[config.mk]
export PLATFORM = sky130hd
export DESIGN_NAME = pwr_seq_ctrl
export DESIGN_NICKNAME = d
export VERILOG_FILES = /design/src/rtl/pwrseq_pkg.sv /design/src/rtl/pwrseq_sync.sv /design/src/rtl/pwrseq_tick.sv /design/src/rtl/pwrseq_debounce.sv /design/src/rtl/pwrseq_fsm.sv /design/src/rtl/pwrseq_rstgen.sv /design/src/rtl/pwr_seq_ctrl.sv
export SDC_FILE = /design/constraint.sdc
export NUM_CORES = 1
export LEC_CHECK = 0
export BUFFER_PORTS_ARGS = -buffer_cell sky130_fd_sc_hd__buf_4
export CORE_MARGIN = 3
export CORE_UTILIZATION = 59
export CTS_CLUSTER_SIZE = 25
export DETAILED_ROUTE_END_ITERATION = 16
export PLACE_DENSITY = 0.74
export SETUP_SLACK_MARGIN = 0.15
export SYNTH_ARGS = -nofsm -noshare
export SYNTH_HDL_FRONTEND = slang
export SYNTH_SLANG_ARGS = --single-unit
[constraint.sdc]
create_clock -name clk_i -period 2.61 [get_ports clk_i]
set_input_delay 0.522 -clock clk_i [delete_from_list [all_inputs] [get_ports clk_i]]
set_output_delay 0.522 -clock clk_i [all_outputs]
set_load 0.005 [all_outputs]
[src/rtl/pwrseq_pkg.sv]
package pwrseq_pkg;

    typedef enum logic [1:0] {
        ST_OFF        = 2'd0,
        ST_WAIT_RAILS = 2'd1,
        ST_POWERED    = 2'd2,
        ST_LOCKED     = 2'd3
    } pwr_state_e;

    localparam int unsigned NUM_RAILS = 3;
    // synchronized input bundle layout
    localparam int unsigned SYNC_W   = NUM_RAILS + 4;
    localparam int unsigned IDX_RUN  = 0;
    localparam int unsigned IDX_KEY  = 1;
    localparam int unsigned IDX_CLR  = 2;
    localparam int unsigned IDX_REQ  = 3;
    localparam int unsigned IDX_RAIL = 4;

endpackage

[src/rtl/pwrseq_sync.sv]
module pwrseq_sync #(
    parameter int unsigned       WIDTH   = 1,
    parameter logic [WIDTH-1:0]  RST_VAL = '0
) (
    input  logic             clk_i,
    input  logic             rst_ni,
    input  logic [WIDTH-1:0] async_i,
    output logic [WIDTH-1:0] sync_o
);

    typedef struct packed {
        logic [WIDTH-1:0] meta;
        logic [WIDTH-1:0] sync;
    } sync_regs_t;

    sync_regs_t regs_d, regs_q;

    always_comb begin
        regs_d      = regs_q;
        regs_d.meta = async_i;
        regs_d.sync = regs_q.meta;
    end

    always_ff @(posedge clk_i or negedge rst_ni) begin
        if (!rst_ni) begin
            regs_q.meta <= RST_VAL;
            regs_q.sync <= RST_VAL;
        end else begin
            regs_q <= regs_d;
        end
    end

    assign sync_o = regs_q.sync;

endmodule

[src/rtl/pwrseq_tick.sv]
module pwrseq_tick #(
    parameter int unsigned TICK_DIV = 250000
) (
    input  logic clk_i,
    input  logic rst_ni,
    output logic tick_o
);

    localparam int unsigned CW = (TICK_DIV > 1) ? $clog2(TICK_DIV) : 1;
    localparam logic [CW-1:0] LAST = CW'(TICK_DIV - 1);

    typedef struct packed {
        logic [CW-1:0] cnt;
        logic          tick;
    } tick_regs_t;

    tick_regs_t regs_d, regs_q;

    always_comb begin
        regs_d = regs_q;
        if (regs_q.cnt == LAST) begin
            regs_d.cnt  = '0;
            regs_d.tick = 1'b1;
        end else begin
            regs_d.cnt  = regs_q.cnt + 1'b1;
            regs_d.tick = 1'b0;
        end
    end

    always_ff @(posedge clk_i or negedge rst_ni) begin
        if (!rst_ni) begin
            regs_q <= '0;
        end else begin
            regs_q <= regs_d;
        end
    end

    assign tick_o = regs_q.tick;

    // tick is a single-cycle pulse whenever the divider exceeds one
    assert_tick_pulse_R10: assert property (@(posedge clk_i) disable iff (!rst_ni)
        (TICK_DIV > 1 && tick_o) |=> !tick_o);

endmodule

[src/rtl/pwrseq_debounce.sv]
module pwrseq_debounce #(
    parameter int unsigned DEBOUNCE_TICKS = 20
) (
    input  logic clk_i,
    input  logic rst_ni,
    input  logic tick_i,
    input  logic key_n_i,
    output logic pressed_o
);

    localparam int unsigned CW = $clog2(DEBOUNCE_TICKS + 1);
    localparam logic [CW-1:0] LAST = CW'(DEBOUNCE_TICKS - 1);

    typedef struct packed {
        logic          stable_n;
        logic [CW-1:0] cnt;
    } deb_regs_t;

    deb_regs_t regs_d, regs_q;

    always_comb begin
        regs_d = regs_q;
        if (key_n_i == regs_q.stable_n) begin
            regs_d.cnt = '0;
        end else if (tick_i) begin
            if (regs_q.cnt >= LAST) begin
                regs_d.stable_n = key_n_i;
                regs_d.cnt      = '0;
            end else begin
                regs_d.cnt = regs_q.cnt + 1'b1;
            end
        end
    end

    always_ff @(posedge clk_i or negedge rst_ni) begin
        if (!rst_ni) begin
            regs_q.stable_n <= 1'b1;
            regs_q.cnt      <= '0;
        end else begin
            regs_q <= regs_d;
        end
    end

    assign pressed_o = !regs_q.stable_n;

    // accepted key level changes only on a tick
    assert_key_on_tick_R10: assert property (@(posedge clk_i) disable iff (!rst_ni)
        !$stable(regs_q.stable_n) |-> $past(tick_i));

    assert_cnt_bound_R10: assert property (@(posedge clk_i) disable iff (!rst_ni)
        regs_q.cnt <= LAST);

endmodule

[src/rtl/pwrseq_fsm.sv]
module pwrseq_fsm
    import pwrseq_pkg::*;
#(
    parameter int unsigned TIMEOUT_TICKS = 5000
) (
    input  logic clk_i,
    input  logic rst_ni,
    input  logic tick_i,
    input  logic prim_good_i,
    input  logic req_i,
    input  logic clr_i,
    output logic contactor_o,
    output logic aux_o,
    output logic por_n_o,
    output logic locked_o
);

    localparam int unsigned TW = $clog2(TIMEOUT_TICKS + 1);
    localparam logic [TW-1:0] LAST = TW'(TIMEOUT_TICKS - 1);

    typedef struct packed {
        pwr_state_e    state;
        logic [TW-1:0] timer;
        logic          req_prev;
        logic          contactor;
        logic          aux;
        logic          por_n;
    } fsm_regs_t;

    fsm_regs_t regs_d, regs_q;
    logic      req_rise;
    logic      expire;

    always_comb begin
        req_rise = req_i && !regs_q.req_prev;
        expire   = tick_i && (regs_q.timer == LAST);
        regs_d   = regs_q;
        regs_d.req_prev = req_i;

        unique case (regs_q.state)
            ST_OFF: begin
                regs_d.timer = '0;
                if (req_rise) begin
                    regs_d.state = ST_WAIT_RAILS;
                end
            end
            ST_WAIT_RAILS: begin
                if (!req_i) begin
                    regs_d.state = ST_OFF;
                end else if (expire) begin
                    regs_d.state = prim_good_i ? ST_POWERED : ST_LOCKED;
                end else if (tick_i) begin
                    regs_d.timer = regs_q.timer + 1'b1;
                end
            end
            ST_POWERED: begin
                if (!req_i || !prim_good_i) begin
                    regs_d.state = ST_OFF;
                end
            end
            ST_LOCKED: begin
                if (clr_i) begin
                    regs_d.state = ST_OFF;
                end
            end
            default: regs_d.state = ST_OFF;
        endcase

        regs_d.contactor = (regs_d.state == ST_WAIT_RAILS) ||
                           (regs_d.state == ST_POWERED);
        regs_d.aux       = regs_d.contactor && prim_good_i;
        regs_d.por_n     = (regs_d.state == ST_POWERED);
    end

    always_ff @(posedge clk_i or negedge rst_ni) begin
        if (!rst_ni) begin
            regs_q.state     <= ST_OFF;
            regs_q.timer     <= '0;
            regs_q.req_prev  <= 1'b0;
            regs_q.contactor <= 1'b0;
            regs_q.aux       <= 1'b0;
            regs_q.por_n     <= 1'b0;
        end else begin
            regs_q <= regs_d;
        end
    end

    assign contactor_o = regs_q.contactor;
    assign aux_o       = regs_q.aux;
    assign por_n_o     = regs_q.por_n;
    assign locked_o    = (regs_q.state == ST_LOCKED);

    assert_aux_needs_rails_R1: assert property (@(posedge clk_i) disable iff (!rst_ni)
        aux_o |-> $past(prim_good_i));

    assert_aux_with_contactor_R2: assert property (@(posedge clk_i) disable iff (!rst_ni)
        (contactor_o && prim_good_i && regs_q.state == ST_POWERED) |=> (aux_o || !contactor_o));

    assert_lock_drops_contactor_R3: assert property (@(posedge clk_i) disable iff (!rst_ni)
        locked_o |-> !contactor_o);

    assert_lock_holds_R4: assert property (@(posedge clk_i) disable iff (!rst_ni)
        (locked_o && !clr_i) |=> locked_o);

    assert_por_after_wait_R5: assert property (@(posedge clk_i) disable iff (!rst_ni)
        $rose(por_n_o) |-> ($past(regs_q.state) == ST_WAIT_RAILS && $past(prim_good_i)));

    assert_rail_drop_off_R8: assert property (@(posedge clk_i) disable iff (!rst_ni)
        (regs_q.state == ST_POWERED && !prim_good_i) |=> (regs_q.state == ST_OFF && !por_n_o));

    assert_timer_bound_R3: assert property (@(posedge clk_i) disable iff (!rst_ni)
        regs_q.timer <= LAST);

endmodule

[src/rtl/pwrseq_rstgen.sv]
module pwrseq_rstgen (
    input  logic clk_i,
    input  logic rst_ni,
    input  logic por_n_i,
    input  logic key_pressed_i,
    input  logic run_i,
    output logic sys_rst_n_o
);

    typedef struct packed {
        logic sys_rst_n;
    } rst_regs_t;

    rst_regs_t regs_d, regs_q;

    always_comb begin
        regs_d           = regs_q;
        regs_d.sys_rst_n = por_n_i && !(key_pressed_i && !run_i);
    end

    always_ff @(posedge clk_i or negedge rst_ni) begin
        if (!rst_ni) begin
            regs_q.sys_rst_n <= 1'b0;
        end else begin
            regs_q <= regs_d;
        end
    end

    assign sys_rst_n_o = regs_q.sys_rst_n;

    assert_por_forces_reset_R6: assert property (@(posedge clk_i) disable iff (!rst_ni)
        !por_n_i |=> !sys_rst_n_o);

    assert_run_masks_key_R7: assert property (@(posedge clk_i) disable iff (!rst_ni)
        (por_n_i && run_i) |=> sys_rst_n_o);

endmodule

[src/rtl/pwr_seq_ctrl.sv]
module pwr_seq_ctrl
    import pwrseq_pkg::*;
#(
    parameter int unsigned TICK_DIV       = 250000,
    parameter int unsigned TIMEOUT_TICKS  = 5000,
    parameter int unsigned DEBOUNCE_TICKS = 20
) (
    input  logic       clk_i,
    input  logic       rst_ni,
    input  logic [2:0] rail_good_i,
    input  logic       pwr_req_i,
    input  logic       svc_clear_i,
    input  logic       reset_key_ni,
    input  logic       run_i,
    output logic       contactor_en_o,
    output logic       aux_en_o,
    output logic       lamp_o,
    output logic       lockout_o,
    output logic       por_n_o,
    output logic       sys_rst_n_o
);

    localparam logic [SYNC_W-1:0] SYNC_RST = SYNC_W'(1) << IDX_KEY;

    logic [SYNC_W-1:0]    raw_in;
    logic [SYNC_W-1:0]    sync_in;
    logic [NUM_RAILS-1:0] rails_s;
    logic                 prim_good;
    logic                 tick;
    logic                 key_pressed;
    logic                 por_n;

    assign raw_in = {rail_good_i, pwr_req_i, svc_clear_i, reset_key_ni, run_i};

    pwrseq_sync #(
        .WIDTH   (SYNC_W),
        .RST_VAL (SYNC_RST)
    ) i_sync (
        .clk_i   (clk_i),
        .rst_ni  (rst_ni),
        .async_i (raw_in),
        .sync_o  (sync_in)
    );

    assign rails_s   = sync_in[IDX_RAIL +: NUM_RAILS];
    assign prim_good = &rails_s;

    pwrseq_tick #(
        .TICK_DIV (TICK_DIV)
    ) i_tick (
        .clk_i  (clk_i),
        .rst_ni (rst_ni),
        .tick_o (tick)
    );

    pwrseq_debounce #(
        .DEBOUNCE_TICKS (DEBOUNCE_TICKS)
    ) i_debounce (
        .clk_i     (clk_i),
        .rst_ni    (rst_ni),
        .tick_i    (tick),
        .key_n_i   (sync_in[IDX_KEY]),
        .pressed_o (key_pressed)
    );

    pwrseq_fsm #(
        .TIMEOUT_TICKS (TIMEOUT_TICKS)
    ) i_fsm (
        .clk_i       (clk_i),
        .rst_ni      (rst_ni),
        .tick_i      (tick),
        .prim_good_i (prim_good),
        .req_i       (sync_in[IDX_REQ]),
        .clr_i       (sync_in[IDX_CLR]),
        .contactor_o (contactor_en_o),
        .aux_o       (aux_en_o),
        .por_n_o     (por_n),
        .locked_o    (lockout_o)
    );

    pwrseq_rstgen i_rstgen (
        .clk_i         (clk_i),
        .rst_ni        (rst_ni),
        .por_n_i       (por_n),
        .key_pressed_i (key_pressed),
        .run_i         (sync_in[IDX_RUN]),
        .sys_rst_n_o   (sys_rst_n_o)
    );

    assign lamp_o  = aux_en_o;
    assign por_n_o = por_n;

    assert_lock_no_power_R4: assert property (@(posedge clk_i) disable iff (!rst_ni)
        lockout_o |-> (!contactor_en_o && !aux_en_o && !por_n_o));

endmodule

Word level (Yosys, flattened, before mapping)
Index checks and enable logic that the tools add are counted.
Widths: inputs -> output; s select.
{"block": "word_totals", "inputBits": 9, "wordCells": 63, "output_inout_bits": 6, "ff_bits": 59}
{"block": "op_classes", "reduce_logical": 19, "addsub": 3, "n_mux": 15, "bitwise": 1, "n_eq_ne": 11, "n_lt_le_gt_ge": 1}
{"operator": "$mux 13", "count": 3}
{"operator": "$pmux 13 s2", "count": 1}
{"operator": "$mux 19", "count": 1}
{"operator": "$add 18x1->18 const B", "count": 1}
{"operator": "$eq 18x18->1 const B", "count": 1}
{"operator": "$mux 5", "count": 3}
{"operator": "$add 13x1->13 const B", "count": 1}
{"operator": "$eq 13x13->1 const B", "count": 1}
{"operator": "$mux 2", "count": 5}
{"operator": "$pmux 2 s4", "count": 1}
{"operator": "$eq 2x2->1 const B", "count": 3}
{"operator": "$logic_not 1->1", "count": 6}
{"operator": "$ne 2x2->1 const B", "count": 3}
{"operator": "$reduce_and 3->1", "count": 2}
{"operator": "$add 5x1->5 const B", "count": 1}
{"operator": "$ge 5x5->1 const B", "count": 1}
{"operator": "$logic_and 1x1->1", "count": 5}
{"operator": "$eq 2x1->1 const B", "count": 2}
{"operator": "$reduce_and 4->1", "count": 1}
{"operator": "$reduce_bool 2->1", "count": 2}
{"operator": "$logic_not 2->1", "count": 1}
{"operator": "$logic_or 1x1->1", "count": 2}
{"operator": "$eq 1x1->1", "count": 1}
{"operator": "$mux 1", "count": 1}
{"operator": "$not 1->1", "count": 1}

Logic depth before layout (Yosys ltp)
Gate-level depths: netlist (run 1).
{"block": "depth", "word_depth": 8, "ltp_mapped": 7, "ltp_nobuf": 7}

Cells and area by module
A second synthesis (run 1) with hierarchy kept.
{"block": "unflattened", "hier_cells": 232, "area_unflattened_um2": 2628.8}
{"module": "pwrseq_fsm", "instances": 1, "area_per_inst_um2": 967.2, "seq_area_each_um2": 475.5, "cells_each": 99}
{"module": "pwrseq_tick", "instances": 1, "area_per_inst_um2": 914.6, "seq_area_each_um2": 475.5, "cells_each": 81}
{"module": "pwrseq_sync", "instances": 1, "area_per_inst_um2": 352.8, "seq_area_each_um2": 352.8, "cells_each": 14}
{"module": "pwrseq_debounce", "instances": 1, "area_per_inst_um2": 344.1, "seq_area_each_um2": 151.4, "cells_each": 33}
{"module": "pwrseq_rstgen", "instances": 1, "area_per_inst_um2": 36.3, "seq_area_each_um2": 25.0, "cells_each": 3}
{"module": "pwr_seq_ctrl", "instances": 1, "area_per_inst_um2": 13.8, "seq_area_each_um2": 0.0, "cells_each": 2}

Least setup slack after synthesis (run 1)
OpenSTA, ideal clock, no wires.
{"block": "synth_timing", "path_kind": "register -> register", "from": "reg i_fsm.regs_q[9]", "to": "reg i_fsm.regs_q[1] (netlist: i_fsm.aux_o)", "synth_period_minus_slack_ns": 2.419, "required_ns": 2.538, "setup_slack_ns": 0.191, "arrival_time_ns": 2.347, "n_path_buf": 0, "path_stages_with_launch": 7, "setup_time_ns": 0.072, "cell_sequence": "dfrtp_1 -> or4b_1 -> or4_4 -> o31a_1 -> a311oi_1 -> ha_1 -> nor2_1"}
{"element": "start: declaration", "line": "pwrseq_fsm.sv:30", "text": "fsm_regs_t regs_d, regs_q;"}
{"element": "start signal: assignment", "line": "pwrseq_fsm.sv:84", "text": "regs_q <= regs_d;"}

==> key figures, run 1 <==
Setup path
  – Crit Path Max Fanout: 2
  – Critical path's top delay family: simple AND/OR/NAND/NOR gates
  – Critical Path Max Stage Delay: 0.55 ns
  – Data arrival, critical path: 2.67 ns
  – Required @ worst endpoint: roughly 2.9 ns
  – Startpoint types: flop
  – Crit end category: flop
  – Buf/Inv on CP: 0
  – Crit-path cells: or4b_4 -> or4_4 -> o31a_1 -> a311oi_2 -> ha_1 -> nor2_1
  – CP Class: reg -> reg
  – Critical-path top delay cell: or4b_4

Detailed routing
  – Via count: 1817
  – Vias/cell: 5.787
  – Detailed Route Iter0 Violations: 187
  – WL per Instance: 14.46 um
  – Antenna-violating nets left: 0
  – Final WL: 4.540 mm
  – DRC viols: 0
  – 1st-pass router iterations: 4

STA
  – RSZ-0062 raised after global routing: true
  – Setup-failing EPs final: 0
  – Clock skew: between 0.009 and 0.01 ns
  – Max Freq: just over 400 MHz
  – Max-slew violations: 0
  – Rel. slew slack: ~53%
  – Final hold vios: 0
  – Post-route setup TNS: 0 ns
  – Crit path time final: 2.415 ns
  – Final worst-path cycle share: 92.54%
  – Worst-margin pin slew: 0.7084 ns
  – WHS: 0.2449 ns
  – Fin worst setup slack: a little under 0.2 ns

GRT
  – Largest net degree at the start of global routing: 60
  – First-pass GRT wire length: between 8 and 9 mm
  – Initial antenna violation count: 0
  – Grt total ovfl: 0
  – Gr usage total: 20.51%
  – Vias in the first global route: between 1500 and 2000

Logic synthesis
  – Synth Area in Compound Gates: 8.549%
  – Post-synthesis adder-cell area fraction: between 1.5 and 2%
  – Simple-gate share of the synthesized area: between 20% and 30%
  – Post-synthesis cell area: 0.002517 mm2
  – Mean area per synthesized cell: between 10 and 15 um2
  – #FFs+latches synth: 59
  – Post-synthesis sequential area ratio: 58.80%
  – Dominant combinational cell family by area after synthesis: simple AND/OR/NAND/NOR gates
  – XOR/XNOR Fraction of Synth Area: 7.654%
  – Synth cell types: 40
  – YS warnings: 0
  – Post-synthesis mux area share: 0.4473%
  – Syn Nets: 241
  – Post-Syn Instances: 228

Flow run
  – Max Cap Viol: 0

Worst hold path
  – Hold Crit Class: in -> async

Finish
  – Fill cells: about 290
  – Final #Nets: 272
  – Multi-input logic area: roughly 0.001 mm2
  – Syn-to-layout area delta: 17.59%
  – Finished Core Util: 72.96%
  – Share of cells above drive strength 1: between 10% and 20%
  – Antenna Cells: 0
  – Sequential cell area: 0.001480 mm2
  – Most common cell after layout, fill and taps aside: dfrtp_1
  – Final Cell Area: 0.002960 mm2
  – Most frequent cells in the layout: 56 x dfrtp_1, 25 x nor2_1, 24 x buf_4
  – Finished Layout Cells: 314

Power
  – Pwr per Cell Area: 618.9 mW/mm2
  – Design Power: roughly 1.8 mW
  – Leakage: around 1.3 nW
  – Worst VDD drop: 0.4160 mV

Clock network
  – Clk Latency, worst-skew pair: 0.33 ns
  – CTS clock-pin slew for the worst setup and hold paths: 0.07 ns
  – Clock tree buffer depth: 2
  – H-Tree Level Count: 3
  – Root buffer cell: clkbuf_8
  – CTS tree: done
  – Clock sink count: 59
  – Total CTS buffers: 9
  – Hold buffer count at cts: 0

Die
  – Core Region: about 0.0041 mm2
  – Die area: 0.005087 mm2
  – Initial Util: 62.04%
  – Floorplan row count: 23
  – Die X: 71.32 um
  – Io pins: 15
  – DIE HEIGHT: 71.32 um

Place
  – Number of cells after detailed placement: 294
  – Detailed Place HPWL: about 2.9 mm
  – DP Worst Slack: just over 0.08 ns
  – Number of port buffers: 14
  – GPL Wtd Cong: 0.8033
  – Post-Place Cell Area: between 0.002 and 0.003 mm2

Status
  – Status: finished clean
-- synth_stat cells (all sizes together) --
cell | instances | area, um2
a21bo | 1 | 10.01
a32o | 1 | 10.01
buf | 1 | 7.510
xnor2 | 12 | 105.1
nor2 | 25 | 93.84
a2111oi | 1 | 8.760
a311oi | 1 | 8.760
dfstp | 3 | 78.83
or3 | 6 | 37.54
nand4b | 1 | 8.760
a21o | 1 | 7.510
and4 | 2 | 17.52
or4b | 2 | 20.02
a211o | 1 | 8.760
a21oi | 9 | 45.04
and3 | 5 | 31.28
o31a | 1 | 8.760
inv | 7 | 26.28
nand4 | 9 | 56.30
clkbuf | 3 | 11.26
a31o | 1 | 8.760
dfrtp | 56 | 1401
nor2b | 3 | 18.77
xor2 | 10 | 87.58
nand2 | 12 | 45.04
or4 | 1 | 11.26
nor3b | 1 | 7.510
a311o | 1 | 10.01
and3b | 1 | 8.760
nor4 | 8 | 50.05
o21ai | 11 | 55.05
o21a | 1 | 7.510
nor4b | 1 | 8.760
a31oi | 1 | 6.260
nand3 | 15 | 75.07
mux2 | 1 | 11.26
ha | 4 | 50.05
a41o | 2 | 20.02
nor3 | 4 | 20.02
and2 | 2 | 12.51
-- worst paths after layout --
check                                                 start                        endpoint  slack (ns)  depth (start not counted)
worst max-delay path            i_fsm.regs_q[7]$_DFFE_PN0P_           i_fsm.aux_o$_DFF_PN0_        0.19                          6
worst min register to register   i_sync.regs_d[6]$_DFF_PN0_      i_sync.sync_o[6]$_DFF_PN0_        0.35                          0
max in group asynchronous                            rst_ni         i_tick.tick_o$_DFF_PN0_        1.89                          1
min in group clk_i                              svc_clear_i      i_sync.regs_d[2]$_DFF_PN0_        0.30                          1
worst max register to register  i_fsm.regs_q[7]$_DFFE_PN0P_           i_fsm.aux_o$_DFF_PN0_        0.19                          6
worst min-delay path                                 rst_ni  i_rstgen.sys_rst_n_o$_DFF_PN0_        0.24                          1
-- where the power goes --
part	switching, mW	internal [mW]
combinational	0.0345	0.0203
clock	0.345	0.491
sequential	0.00924	0.931
total	0.389	1.44
-- logic make-up after synthesis --
logic type,count (synthesis)
fa+ha+maj,4
compound gates,33
xor+xnor,22
buf+inv,11
flops,59
mux,1
simple gates,98
-- state kept, by name, indices dropped and copies added (netlist names) --
| signal | count |
|---|---|
| i_sync.sync_o | 7 |
| i_fsm.regs_q | 16 |
| i_tick.regs_q | 18 |
| i_tick.tick_o | 1 |
| i_fsm.aux_o | 1 |
| i_rstgen.sys_rst_n_o | 1 |
| i_sync.regs_d | 7 |
| i_fsm.por_n_o | 1 |
| i_debounce.regs_q | 6 |
| i_fsm.contactor_o | 1 |
-- routing by layer --
layer | up-vias | wire length [um] | global-route usage [%]
li1 | 884 | - | -
met1 | 872 | 2076 | 26.67
met2 | 49 | 2136 | 32.35
met3 | 12 | 203 | 6.031
met4 | 0 | 124 | 8.559
met5 | - | 0 | 0
-- cell type report --
class	instances	share of cell area, %
repair buffers	24	6.086
multi-input cells	158	33.98
clock buffers	12	5.241
flip-flops and latches	59	50.00
clock inverters	4	1.691
well taps	50	2.113
inverters	7	0.8876
-- what timing repair did --
action                     CTS  global route
pin swaps                    2             0
gates resized for setup      2             1
setup endpoints to repair    2             2
setup buffers                3             1
Note: power is estimated with default switching activity, not from simulation.
==> run 2: changes to the inputs <==
- CORE_UTILIZATION: 59 -> 53
- PLACE_DENSITY: 0.74 -> 0.7
- clock period: 2.61 -> 2.1 ns (I/O delays scaled with it)
==> run 2 against run 1 <==
  * The flow now finishes with violations (negative setup slack)
  * First-iteration DRC count fell by 45%
  * Via count is 0.22% higher
  * Total power is 32% higher
  * Clock skew decreased by 0.0020 ns
  * Sequential cell count did not move
  * Wire length down 0.53%
  * Utilization shrank 4.2 points
  * Cell count rose by 3.5%
  * Sequential share of layout area fell by 1.9 points
==> key figures, run 2 (synthesis gave the netlist of run 1 again) <==
STA
  – RSZ-0062 raised after global routing: true
  – Fin worst setup slack: -0.2600 ns
  – Setup-failing EPs final: 4
  – Crit path time final: 2.360 ns
  – Worst-margin pin slew: 0.7055 ns
  – Final hold vios: 0
  – Rel. slew slack: a little over half
  – Max Freq: approximately 420 MHz
  – WHS: 0.1260 ns
  – Clock skew: 0.007493 ns
  – Final worst-path cycle share: 112.4%
  – Max-slew violations: 0

Power
  – Worst VDD drop: 0.7311 mV
  – Sequential share of power: 48.3%
  – Sw Share: 20.61%
  – Pwr per Cell Area: 785.9 mW/mm2
  – Clock power share: 48.8%
  – Psw: ~0.5 mW
  – Pint: between 1.5 and 2 mW
  – Leakage: 1.414 nW
  – Comb power frac: 2.9%

Detailed routing
  – WL per Instance: 13.90 um
  – Detailed Route Iter0 Violations: 102
  – Final WL: 4.516 mm
  – Vias/cell: 5.603
  – Antenna-violating nets left: 0
  – Via count: 1821
  – 1st-pass router iterations: 4
  – DRC viols: 0

Finish
  – Antenna Cells: 0
  – Number of flip-flops in the largest register: 18
  – Top flop regs: i_tick.regs_q: 18 flops, i_fsm.regs_q: 16 flops
  – Most common cell after layout, fill and taps aside: dfrtp_1
  – Most frequent cells in the layout: 56 x dfrtp_1, 32 x buf_4, 25 x nor2_1
  – Syn-to-layout area delta: 22.27%
  – Largest Register: i_tick.regs_q
  – Finished Layout Cells: around 330
  – Final Cell Area: a little over 0.003 mm2
  – Share of cells above drive strength 1: between 20 and 25%
  – Final #Nets: around 280
  – Fill cells: 330

Setup path
  – Crit Path Max Fanout: 2
  – Data arrival, critical path: between 2 and 3 ns
  – CP Class: reg -> reg
  – Required @ worst endpoint: roughly 2.4 ns
  – Startpoint types: flop
  – R2R cell count: 6
  – Reg2reg end: i_fsm.aux_o$_DFF_PN0_
  – RR Startpoint: i_fsm.regs_q[15]$_DFFE_PN0P_
  – Crit end category: flop
  – Flop2flop setup slack: -0.26 ns

Place
  – Number of port buffers: 14
  – Post-Place Cell Area: between 0.002 and 0.003 mm2
  – GPL Wtd Cong: a little over 0.8
  – Detailed Place HPWL: 3.074 mm
  – Number of cells after detailed placement: 307

Status
  – Status: complete, but fails checks
  – Failing checks: negative setup slack

Clock network
  – CTS tree: done
  – Root buffer cell: clkbuf_8
  – Hold buffer count at cts: 0
  – Total CTS buffers: 9
  – Clock tree buffer depth: 2
  – H-Tree Level Count: 3
  – Clock sink count: 59
  – CTS clock-pin slew for the worst setup and hold paths: about 0.07 ns
  – Clk Latency, worst-skew pair: between 0.3 and 0.4 ns

Flow run
  – Max Cap Viol: 0

GRT
  – First-pass GRT wire length: 7.797 mm
  – Gr usage total: 19.03%
  – Grt total ovfl: 0
  – Largest net degree at the start of global routing: 60
  – Vias in the first global route: 1755
  – Initial antenna violation count: 0

Die
  – Core Region: 0.004474 mm2
  – Die area: 0.005613 mm2
  – Initial Util: 56.26%
  – Floorplan row count: 24
  – DIE HEIGHT: 74.92 um
  – Die X: 74.92 um
  – Io pins: 15

Worst hold path
  – Hold Crit Class: in -> async
run 2: cell count changes in the layout (fill, tap and decap cells not counted), sizes merged:
cell      previous run  this run
clkbuf              12        11
clkinvlp             2         1
bufinv               1         2
clkinv               1         2
buf                 24        33
run 2: repair_timing:
| action | 4_1_cts | 5_1_grt |
|---|---|---|
| pin swaps | 0 | 2 |
| resized for setup | 1 | 6 |
| buffers inserted | 0 | 2 |
| setup endpoints to repair | 6 | 7 |
run 2: power groups by stage:
stage                     combinational [mW]  sequential [mW]  clock, mW
final                                 0.0696             1.17       1.18
after global routing                  0.0799             1.17       1.28
after CTS                             0.0682             1.17       1.21
after detailed placement              0.0680             1.19          0
after global placement                0.0668             1.19          0
after floorplan                       0.0222             1.19          0
run 2: worst max path at each step:
| stage | startpoint | to | slack [ns] |
|---|---|---|---|
| after floorplan | i_fsm.regs_q[15]$_DFFE_PN0P_ | i_fsm.aux_o$_DFF_PN0_ | -0.25 |
| after global placement | i_fsm.regs_q[15]$_DFFE_PN0P_ | i_fsm.aux_o$_DFF_PN0_ | -0.29 |
| after detailed placement | i_fsm.regs_q[15]$_DFFE_PN0P_ | i_fsm.aux_o$_DFF_PN0_ | -0.31 |
| after CTS | i_fsm.regs_q[15]$_DFFE_PN0P_ | i_fsm.aux_o$_DFF_PN0_ | -0.31 |
| after global routing | i_fsm.regs_q[15]$_DFFE_PN0P_ | i_fsm.aux_o$_DFF_PN0_ | -0.34 |
| final | i_fsm.regs_q[15]$_DFFE_PN0P_ | i_fsm.aux_o$_DFF_PN0_ | -0.26 |
run 2: metrics by stage:
| stage | power (mW) | TNS, ns | util [%] | worst slack [ns] |
|---|---|---|---|---|
| after CTS | 2.447 | -0.6835 | 67.87 | -0.3088 |
| after floorplan | 1.209 | -0.5042 | - | -0.2521 |
| after detailed placement | 1.258 | -0.6928 | 62.50 | -0.3094 |
| final | 2.419 | -0.6726 | 68.79 | -0.2600 |
| after global routing | 2.527 | -0.9360 | 68.79 | -0.3367 |
| after global placement | 1.256 | -0.6206 | 62.50 | -0.2897 |
run 2: metal layers:
layer / global-route usage, % / vias to the layer above / wire [um]
li1: - / 898 / -
met1: 25.31 / 882 / 2163
met2: 27.66 / 31 / 2092
met3: 7.210 / 10 / 180
met4: 8.893 / 0 / 79
met5: 0 / - / 0
run 2: area by class of cell:
cell class,instances,area (um2),area share [%]
multi-input combinational,158,1018,33.09
clock inverter,5,85.08,2.764
timing repair buffer,33,251.5,8.171
clock buffer,11,151.4,4.919
inverter,7,26.28,0.8537
tap,52,65.06,2.114
sequential,59,1480,48.09
run 2: critical path: stages, from the launching register on:
cell and delay (ns):
dfrtp_1 0.38, or4b_4 0.55, or4_4 0.53, o31a_1 0.27, a311oi_2 0.20, ha_1 0.27, nor2_1 0.09
==> run 3: changes to the inputs <==
- CORE_UTILIZATION: 53 -> 45
- PLACE_DENSITY: 0.7 -> 0.6
- SLEW_MARGIN: not set -> 20
==> run 3 against run 2 <==
  * The run still ends with negative setup slack left
  * Total power shrank 8.6%
  * Global-route usage decreased by 2.5 points
  * Sequential power is essentially flat
  * Wire length rose by 5.1%
  * Final area rose by 0.53%
  * Worst hold slack improved by 0.0061 ns
  * Maximum frequency shrank 1.9%
  * Largest power group is now registers
  * Highest routed layer unchanged
==> key figures, run 3 (synthesis gave the netlist of run 1 again) <==
STA
  – Fin worst setup slack: -0.3058 ns
  – Final hold vios: 0
  – Final worst-path cycle share: 114.6%
  – Worst-margin pin slew: between 0.7 and 0.8 ns
  – Clock skew: 0.005232 ns
  – Rel. slew slack: 51.00%
  – Crit path time final: around 2.4 ns
  – Max-slew violations: 0
  – Max Freq: 415.7 MHz
  – RSZ-0062 raised after global routing: true
  – Post-route setup TNS: -0.8789 ns
  – Setup-failing EPs final: 4

Finish
  – Largest Register: i_tick.regs_q
  – Final Cell Area: 0.003094 mm2
  – Sequential cell area: about 0.0015 mm2
  – Fill cells: between 400 and 500
  – Syn-to-layout area delta: 22.91%
  – Most common cell after layout, fill and taps aside: dfrtp_1
  – Multi-input logic area: 0.001017 mm2
  – Final #Nets: 287
  – Finished Core Util: about three fifths
  – Number of flip-flops in the largest register: 18
  – Antenna Cells: 0
  – Share of cells above drive strength 1: 23.38%
  – Top flop regs: i_tick.regs_q: 18 flops, i_fsm.regs_q: 16 flops
  – Most frequent cells in the layout: 56 x dfrtp_1, 37 x buf_4, 25 x nor2_1

Clock network
  – Clock tree buffer depth: 2
  – H-Tree Level Count: 3
  – CTS tree: done
  – CTS clock-pin slew for the worst setup and hold paths: about 0.07 ns
  – Hold buffer count at cts: 0
  – Clock sink count: 59
  – Clk Latency, worst-skew pair: 0.33 ns
  – Root buffer cell: clkbuf_8
  – Total CTS buffers: 9

GRT
  – Vias in the first global route: about 1700
  – Largest net degree at the start of global routing: 60
  – First-pass GRT wire length: 8.017 mm
  – Grt total ovfl: 0
  – Initial antenna violation count: 0
  – Gr usage total: between 10% and 20%

Die
  – Initial Util: 47.77%
  – Io pins: 15
  – Core Region: 0.005270 mm2
  – DIE HEIGHT: between 80 and 90 um
  – Floorplan row count: 26
  – Die area: between 0.006 and 0.007 mm2
  – Die X: between 80 and 90 um

Place
  – GPL Wtd Cong: 0.8233
  – Detailed Place HPWL: between 3 and 4 mm
  – DP Worst Slack: -0.3182 ns
  – Post-Place Cell Area: 0.002841 mm2
  – Number of port buffers: 14

Setup path
  – Data arrival, critical path: 2.67 ns
  – Reg2reg end: i_fsm.aux_o$_DFF_PN0_
  – Critical Path Max Stage Delay: 0.54 ns
  – Crit Path Max Fanout: 2
  – CP Class: reg -> reg
  – Startpoint types: flop
  – Critical-path top delay cell: or4b_4
  – RR Startpoint: i_fsm.regs_q[7]$_DFFE_PN0P_
  – Flop2flop setup slack: -0.31 ns
  – Crit-path cells: or4b_4 -> or4_4 -> o31a_1 -> a311oi_2 -> ha_1 -> nor2_1
  – Required @ worst endpoint: about 2.4 ns
  – Crit end category: flop
  – R2R cell count: 6

Detailed routing
  – Antenna-violating nets left: 0
  – Final WL: 4.747 mm
  – Metal2 WL: between 2 and 2.5 mm
  – M1 WL: approximately 2.4 mm
  – 1st-pass router iterations: 4
  – Detailed Route Iter0 Violations: about 80
  – DRC viols: 0
  – WL per Instance: between 10 and 15 um
  – Vias/cell: 5.224
  – Via count: 1818
  – Met3 Wirelength: 173 um
  – Max layer used: met4

Status
  – Failing checks: negative setup slack
  – Status: complete, but fails checks

Worst hold path
  – Hold Crit Class: in -> async

Power
  – Leakage: 1.414 nW
  – Worst VDD drop: 0.4482 mV
  – Design Power: 2.212 mW
  – Pwr per Cell Area: 714.8 mW/mm2

Flow run
  – Max Cap Viol: 0
==> run 3: cell count changes in the layout (fill, tap and decap cells not counted), moves of 2 or more <==
cell and delta:
clkinv_4 -2, clkinv_2 +2, buf_4 +5, clkbuf_8 -2
==> run 3: final cells by class <==
cell class,instances,share of cell area (%)
repair buffers,39,9.705
well taps,70,2.831
multi-input cells,158,32.88
flip-flops and latches,59,47.84
clock buffers,10,4.125
inverters,7,0.8492
clock inverters,5,1.779
==> run 3: timing repair <==
item,4_1_cts,5_1_grt
resized for setup,2,6
setup endpoints to repair,6,7
setup buffers,2,3
pin swaps,2,1
gates cloned,0,0
==> run 3: layer usage <==
metal  up-vias  track usage (%)
li1        909                -
met1       877            21.94
met2        25            24.09
met3         7            5.654
met4         0            8.108
met5         -                0
==> run 3: worst max-delay path: cells and delay by family, from the launching register on <==
family	cells	cell delay [ns]
AND/OR/NAND/NOR	3	1.19
AO/OA/AOI/OAI	2	0.50
flip-flops	1	0.38
adder cells (fa/ha/maj)	1	0.28
==> run 3: stage by stage <==
step                      cells  hold WS (ns)
final                       348        0.1320
after floorplan             228        0.1244
after global routing        348        0.1618
after global placement      328        0.3327
after CTS                   345        0.1689
after detailed placement    328        0.3365
==> run 3: how the worst max path moves through the flow <==
stage	start	slack [ns]	endpoint	cells past startpoint
after detailed placement	i_fsm.regs_q[9]$_DFFE_PN0P_	-0.32	i_fsm.aux_o$_DFF_PN0_	6
after floorplan	i_fsm.regs_q[15]$_DFFE_PN0P_	-0.25	i_fsm.aux_o$_DFF_PN0_	6
after CTS	i_fsm.regs_q[7]$_DFFE_PN0P_	-0.29	i_fsm.aux_o$_DFF_PN0_	6
after global placement	i_fsm.regs_q[9]$_DFFE_PN0P_	-0.27	i_fsm.aux_o$_DFF_PN0_	6
after global routing	i_fsm.regs_q[9]$_DFFE_PN0P_	-0.40	i_fsm.aux_o$_DFF_PN0_	6
final	i_fsm.regs_q[7]$_DFFE_PN0P_	-0.31	i_fsm.aux_o$_DFF_PN0_	6
==> run 3: power by group <==
group,leakage (nW),switching (mW),internal [mW],total [mW]
Sequential,0.767,0.0121,1.16,1.17
Combinational,0.560,0.0450,0.0292,0.0742
Clock,0.0881,0.431,0.537,0.968
